**config.mk**
```make
export PLATFORM = sky130hd
export DESIGN_NAME = bus_parity_unit
export DESIGN_NICKNAME = d
export VERILOG_FILES = /design/src/rtl/bpu_pkg.sv /design/src/rtl/bpu_lane.sv /design/src/rtl/bpu_err_report.sv /design/src/rtl/bus_parity_unit.sv
export SDC_FILE = /design/constraint.sdc
export NUM_CORES = 1
export LEC_CHECK = 0
export BUFFER_PORTS_ARGS = -buffer_cell sky130_fd_sc_hd__buf_4
export CAP_MARGIN = 20
export CELL_PAD_IN_SITES_DETAIL_PLACEMENT = 2
export CELL_PAD_IN_SITES_GLOBAL_PLACEMENT = 2
export CORE_MARGIN = 5
export CORE_UTILIZATION = 20
export DETAILED_ROUTE_END_ITERATION = 6
export GPL_TIMING_DRIVEN = 0
export PLACE_DENSITY_LB_ADDON = 0.1
export SLEW_MARGIN = 5
export SYNTH_ARGS = -nofsm -noshare
export SYNTH_HDL_FRONTEND = slang
export SYNTH_SLANG_ARGS = --single-unit
```
**constraint.sdc**
```tcl
create_clock -name clk -period 3.8 [get_ports clk]
set_clock_uncertainty 0.1 [all_clocks]
set_input_delay 0.38 -clock clk [delete_from_list [all_inputs] [get_ports clk]]
set_output_delay 0.38 -clock clk [all_outputs]
set_load 0.05 [all_outputs]
```
**src/rtl/bpu_pkg.sv**
```systemverilog
package bpu_pkg;
  // Qualifiers of a phase, held one clock until its parity bit arrives
  typedef struct packed {
    logic chk_addr;  // received address phase
    logic chk_data;  // received data phase
    logic chk_hi;    // received wide data phase
    logic oe_lo;     // lower parity is ours to drive
    logic oe_hi;     // upper parity is ours to drive
  } phase_q_t;

  localparam phase_q_t PHASE_IDLE = '0;
endpackage

```
**src/rtl/bpu_lane.sv**
```systemverilog
module bpu_lane #(
  parameter int AD_W = 32,
  parameter int BE_W = 4
) (
  input  logic            clk,
  input  logic            rst,
  input  logic [AD_W-1:0] ad,
  input  logic [BE_W-1:0] cbe,
  input  logic            par_rx,
  output logic            par_gen,
  output logic            par_bad
);
  // Parity bit that makes the lane's ones count even, one clock late
  always_ff @(posedge clk) begin
    if (rst) par_gen <= 1'b0;
    else     par_gen <= ^{ad, cbe};
  end

  // Received bit must equal the bit this lane would have driven
  assign par_bad = par_gen ^ par_rx;
endmodule

```
**src/rtl/bpu_err_report.sv**
```systemverilog
module bpu_err_report (
  input  logic clk,
  input  logic rst,
  input  logic chk_addr,
  input  logic chk_data,
  input  logic chk_hi,
  input  logic bad_lo,
  input  logic bad_hi,
  input  logic perr_resp_en,
  input  logic serr_en,
  input  logic clr_flag,
  output logic perr_n,
  output logic serr_n,
  output logic err_flag
);
  logic data_bad, addr_bad;

  assign data_bad = chk_data & (bad_lo | (chk_hi & bad_hi));
  assign addr_bad = chk_addr & bad_lo;

  always_ff @(posedge clk) begin
    if (rst) begin
      perr_n   <= 1'b1;
      serr_n   <= 1'b1;
      err_flag <= 1'b0;
    end else begin
      perr_n <= ~(data_bad & perr_resp_en);
      serr_n <= ~(addr_bad & serr_en & perr_resp_en);
      if (data_bad | addr_bad) err_flag <= 1'b1;
      else if (clr_flag)       err_flag <= 1'b0;
    end
  end
endmodule

```
**src/rtl/bus_parity_unit.sv**
```systemverilog
module bus_parity_unit #(
  parameter int AD_W     = 32,
  parameter int BE_W     = 4,
  parameter bit UPPER_EN = 1'b1
) (
  input  logic            clk,
  input  logic            rst,
  input  logic [AD_W-1:0] ad_lo,
  input  logic [BE_W-1:0] cbe_lo,
  input  logic [AD_W-1:0] ad_hi,
  input  logic [BE_W-1:0] cbe_hi,
  input  logic            par_lo_in,
  input  logic            par_hi_in,
  input  logic            addr_phase,
  input  logic            data_phase,
  input  logic            drive_en,
  input  logic            wide_en,
  input  logic            perr_resp_en,
  input  logic            serr_en,
  input  logic            clr_flag,
  output logic            par_lo_out,
  output logic            par_hi_out,
  output logic            par_oe_lo,
  output logic            par_oe_hi,
  output logic            perr_n,
  output logic            serr_n,
  output logic            par_err_flag
);
  import bpu_pkg::*;

  localparam int LANES = UPPER_EN ? 2 : 1;

  logic [LANES-1:0][AD_W-1:0] lane_ad;
  logic [LANES-1:0][BE_W-1:0] lane_cbe;
  logic [LANES-1:0]           lane_rx, lane_gen, lane_bad;
  logic                       bad_hi;
  phase_q_t                   ph_q;

  // Phase qualifiers, aligned with the cycle the parity bit arrives
  always_ff @(posedge clk) begin
    if (rst) ph_q <= PHASE_IDLE;
    else begin
      ph_q.chk_addr <= addr_phase & ~drive_en;
      ph_q.chk_data <= data_phase & ~drive_en;
      ph_q.chk_hi   <= data_phase & ~drive_en & wide_en & UPPER_EN;
      ph_q.oe_lo    <= drive_en;
      ph_q.oe_hi    <= drive_en & wide_en & UPPER_EN;
    end
  end

  assign lane_ad[0]  = ad_lo;
  assign lane_cbe[0] = cbe_lo;
  assign lane_rx[0]  = par_lo_in;

  generate
    if (UPPER_EN) begin : g_upper
      assign lane_ad[1]  = ad_hi;
      assign lane_cbe[1] = cbe_hi;
      assign lane_rx[1]  = par_hi_in;
      assign bad_hi      = lane_bad[1];
      assign par_hi_out  = lane_gen[1];
    end else begin : g_narrow
      assign bad_hi     = 1'b0;
      assign par_hi_out = 1'b0;
    end

    for (genvar i = 0; i < LANES; i++) begin : g_lane
      bpu_lane #(.AD_W(AD_W), .BE_W(BE_W)) u_lane (
        .clk     (clk),
        .rst     (rst),
        .ad      (lane_ad[i]),
        .cbe     (lane_cbe[i]),
        .par_rx  (lane_rx[i]),
        .par_gen (lane_gen[i]),
        .par_bad (lane_bad[i])
      );
    end
  endgenerate

  assign par_lo_out = lane_gen[0];
  assign par_oe_lo  = ph_q.oe_lo;
  assign par_oe_hi  = ph_q.oe_hi;

  bpu_err_report u_report (
    .clk          (clk),
    .rst          (rst),
    .chk_addr     (ph_q.chk_addr),
    .chk_data     (ph_q.chk_data),
    .chk_hi       (ph_q.chk_hi),
    .bad_lo       (lane_bad[0]),
    .bad_hi       (bad_hi),
    .perr_resp_en (perr_resp_en),
    .serr_en      (serr_en),
    .clr_flag     (clr_flag),
    .perr_n       (perr_n),
    .serr_n       (serr_n),
    .err_flag     (par_err_flag)
  );
endmodule

```
## Word level (Yosys, flattened, before mapping)

Cells that the tools add are included.

| storage, ports and cells | value |
|---|---|
| register bits | 10 |
| latch bits | 0 |
| bits in writable memories | 0 |
| memory bits (read-only) | 0 |
| input bits | 83 |
| logic and storage cells | 32 |
| memories kept | 0 |

| operators by class | value |
|---|---|
| add/sub/neg operators | 0 |
| $mul | 0 |
| divide/modulo/power cells | 0 |
| $lt $le $gt $ge | 0 |
| eq/ne operators | 0 |
| shift operators | 0 |
| mux-type cells | 2 |
| bitwise logic cells | 17 |
| reductions and logical operators | 3 |

Operators with widths:

| cell | count |
|---|---|
| XOR reduction 36 bit | 2 |
| AND 1 bit | 10 |
| NOT 1 bit | 3 |
| 2-to-1 mux 1 bit | 2 |
| bitwise OR 1 bit | 2 |
| nonzero test 2 bit | 1 |
| XOR 1 bit | 2 |

## Logic depth before layout (Yosys ltp)

| depth | value |
|---|---|
| depth in word-level cells | 6 |
| mapped depth | 5 |

## Modules after synthesis

A second synthesis with hierarchy kept.

| second synthesis, totals | value |
|---|---|
| cells, all modules | 94 |
| area total of the unflattened synthesis | 972.2 µm² |

By module, submodules not included:

| module | times used | cells each | area an instance (µm²) |
|---|---|---|---|
| bpu_lane | 2 | 37 | 361.6 |
| bus_parity_unit | 1 | 10 | 146.4 |
| bpu_err_report | 1 | 10 | 102.6 |

## Least setup slack after synthesis

No wires, ideal clock.

| timing | value |
|---|---|
| kind | in2reg |
| from | input ad_lo[22] |
| to | register g_lane[0].u_lane.par_gen |
| arrival | 1,539 ps |
| data required time | 3,579 ps |
| setup slack | 2,040 ps |
| stages on the path | 5 |
| path buffers | 0 |
| cell sequence | xor2_1 -> xnor2_1 -> xnor2_1 -> xnor3_1 -> mux2_4 |

| on the way | value |
|---|---|
| word-level cells in the longest chain between the ends | 1 |

RTL lines:

| item | line | RTL |
|---|---|---|
| start: declaration | bus_parity_unit.sv:8 | `input logic [AD_W-1:0] ad_lo,` |
| XOR reduction 36 bit | bpu_lane.sv:16 | `else par_gen <= ^{ad, cbe};` |
| end signal: assignment | bpu_lane.sv:16 |  |
| end: declaration | bpu_lane.sv:10 | `output logic par_gen,` |

No other way between the ends.
A chain may end at the register's enable or synchronous reset.

## Worst setup path after layout

| timing | value |
|---|---|
| from | input cbe_lo[1] |
| to | register g_lane[0].u_lane.par_gen |

| on the way | value |
|---|---|
| word-level cells in the longest chain between the ends | 1 |

RTL lines:

| item | line | RTL |
|---|---|---|
| start: declaration | bus_parity_unit.sv:9 | `input logic [BE_W-1:0] cbe_lo,` |
| XOR reduction 36 bit | bpu_lane.sv:16 |  |

No other way between the ends.

==> results.cfg <==
[floorplan]
die_width_um = 79.5
ios = 90
dieArea_sq_um = 6310
die-height_um = 79.5
initial_utilization = 0.206
coreArea_sq_um = 4690
rows = 25

[synth]
ys_seq_elements = 10
ys_seq_area_frac = 0.208
synth_edf_count = 0
yosys_warnings = 0
syn_area_per_cell_sq_um = 10.0
yosys.area.top_type_share = 0.490
ys.flop_type = dfxtp_1
netlist_area_sq_um = 965
ys_top_cells_by_area = xnor2_1 49%, dfxtp_1 21%, xnor3_1 9.3%
yosys.cell_types.count = 15
synthTopCellsByCount = 54 x xnor2_1, 10 x dfxtp_1, 8 x xor2_1
syn_inst = 96
synth_fp_nets = 179
yosysMostFrequentCell = xnor2_1
yosys.area.top_type = xnor2_1
synthArstFlopShare = 0

[finish]
nFillCells = 538
area_growth_pct = 79.8
layout.area.seq_sq_um = 200
final_nets = 272
drive_above_1_share = 0.497
antenna_cells = 0
final_cell_count_no_fill = 241
multi_input_area_sq_um = 753

[pwr]
power.density_nw_per_um2 = 355
p_leak_nw = 0.792
ir_drop_mv = 0.125

[critical_path]
critPathKind = input pin to flip-flop
critPathLaunchType = input pin
critPathMaxFanout = 1
crit_path_frequent_cell = xnor2_1
path_cells = buf_4, xnor2_1, xnor2_1, xnor2_1, xnor3_1, mux2_4
crit_path_top_delay_cell = xnor3_1
worstPathRequired_ns = 3.83
cp_data_arrival_time_ns = 1.75
end_kind = flip-flop
critical-path-max-stage-delay_ns = 0.43

[timing]
finalSetupViolCount = 0
maxSlewViolCount = 0
fin_ws_ns = 2.08
hold_slack_ns = 0.221
tightestPinTransition_ns = 0.370
fin_crit_ns = 1.72
max_freq_mhz = 581
rsz0062_at_grt = false
hold_violations = 0
relSlewSlack = 0.753
setup_tns_ns = 0
fin_crit_sh = 0.453

[clock_network]
cts.htree.levels = 1
cts_buffers = 3
ctsHoldBuffers = 0
path_clk_slew_ns = 0.05
cts.sinks = 10
cts_resized = 0
cts_root_buf = clkbuf_8
clockBufferDepth = 2
postCtsSetupBuffers = 0
clk_latency_ns = 0.24
cts_tree = yes

[min_path]
hp-class = input pin to flip-flop

[detailed_routing]
ant_nets = 0
vias = 969
via_per_inst = 4.02
dr.pass1.iters = 4
wl_um = 3030
post_drt_wl_per_cell_um = 12.6
drtIter0Drc = 17
drc_errors = 0

[global_routing]
antenna_found_initial = 0
grt_pass1_vias = 1132
grt_max_degree = 10
gr-total-overflow = 0
track_usage = 0.0940
grt_pass1_wl_um = 4610

[flow_run]
drv_cap = 0

[place]
routabilityCongestion = 0.684
io_buffers = 88
dp.cells = 238
pre_cts_ws_ns = 1.80
dp_hpwl_um = 2880

[outcome]
run_status = completed
## worst max-delay path, delay by kind of cell
| kind | cells | cell delay, ns |
|---|---|---|
| muxes | 1 | 0.30 |
| xor gates and xnor gates | 4 | 0.95 |
| buffers and inverters | 1 | 0.11 |
## per-layer routing
layer | global-route usage | vias up | wire length (um)
met3 | 0.0372 | 4 | 349
met2 | 0.182 | 56 | 1640
met4 | 0.0361 | 0 | 31
met1 | 0.0864 | 426 | 1010
li1 | - | 483 | -
met5 | 0 | - | 0
## state kept, by name, summed over array words and instances, names as in the netlist
register / cells
u_report.serr_n: 1
g_lane.u_lane.par_gen: 2
u_report.err_flag: 1
u_report.perr_n: 1
par_oe_lo: 1
ph_q: 3
par_oe_hi: 1
## placed cells by master, fill, tap and decap left out, drive strengths merged
| master | netlist | routed |
|---|---|---|
| nor2 | 3 | 3 |
| clkbuf | 1 | 4 |
| nor3b | 2 | 2 |
| inv | 2 | 2 |
| dfxtp | 10 | 10 |
| xnor2 | 54 | 54 |
| buf | 0 | 88 |
| a21oi | 1 | 1 |
| nand4 | 1 | 1 |
| nand3 | 1 | 1 |
| xnor3 | 4 | 4 |
| mux2 | 2 | 2 |
| xor2 | 8 | 8 |
| a222oi | 1 | 1 |
| nor2b | 4 | 4 |
| and2 | 2 | 2 |
## final timing paths
kind	startpoint	endpoint	slack (ns)	depth (start not counted)
worst max-delay path	cbe_lo[1]	g_lane[0].u_lane.par_gen	2.08	6
worst min-delay path	drive_en	ph_q[4]	0.22	2
worst max register to register	g_lane[0].u_lane.par_gen	u_report.err_flag	2.58	5
worst min register to register	ph_q[3]	u_report.perr_n	0.31	1
## through the flow
step | power, mW | util | area (sq um)
2_1_floorplan | 0.397 | - | 965
3_3_place_gp | 0.509 | 0.361 | 1690
3_5_place_dp | 0.517 | 0.361 | 1690
4_1_cts | 0.629 | 0.370 | 1730
5_1_grt | 0.655 | 0.370 | 1730
6_report | 0.616 | 0.370 | 1730
## layout make-up
class	instances	area share
inverter	2	0.00433
tap	54	0.0390
sequential	10	0.115
clock buffer	3	0.0238
timing repair buffer	88	0.381
multi-input combinational	83	0.434
buffer	1	0.00216
## logic make-up (layout without fill, tap and decap cells)
family / Yosys count / in the layout / share of synthesized area
buffers and inverters: 3 / 94 / 0.0117
XOR/XNOR: 66 / 66 / 0.656
flip-flops: 10 / 10 / 0.208
multiplexers: 2 / 2 / 0.0311
AO/OA/AOI/OAI: 2 / 2 / 0.0156
AND/OR/NAND/NOR: 13 / 13 / 0.0778
## power by group
part	switching (mW)	internal (mW)	total, mW
clock network	0.0389	0.0691	0.108
registers	0.00799	0.119	0.127
logic	0.148	0.233	0.381
(Power assumes the default switching activity.)
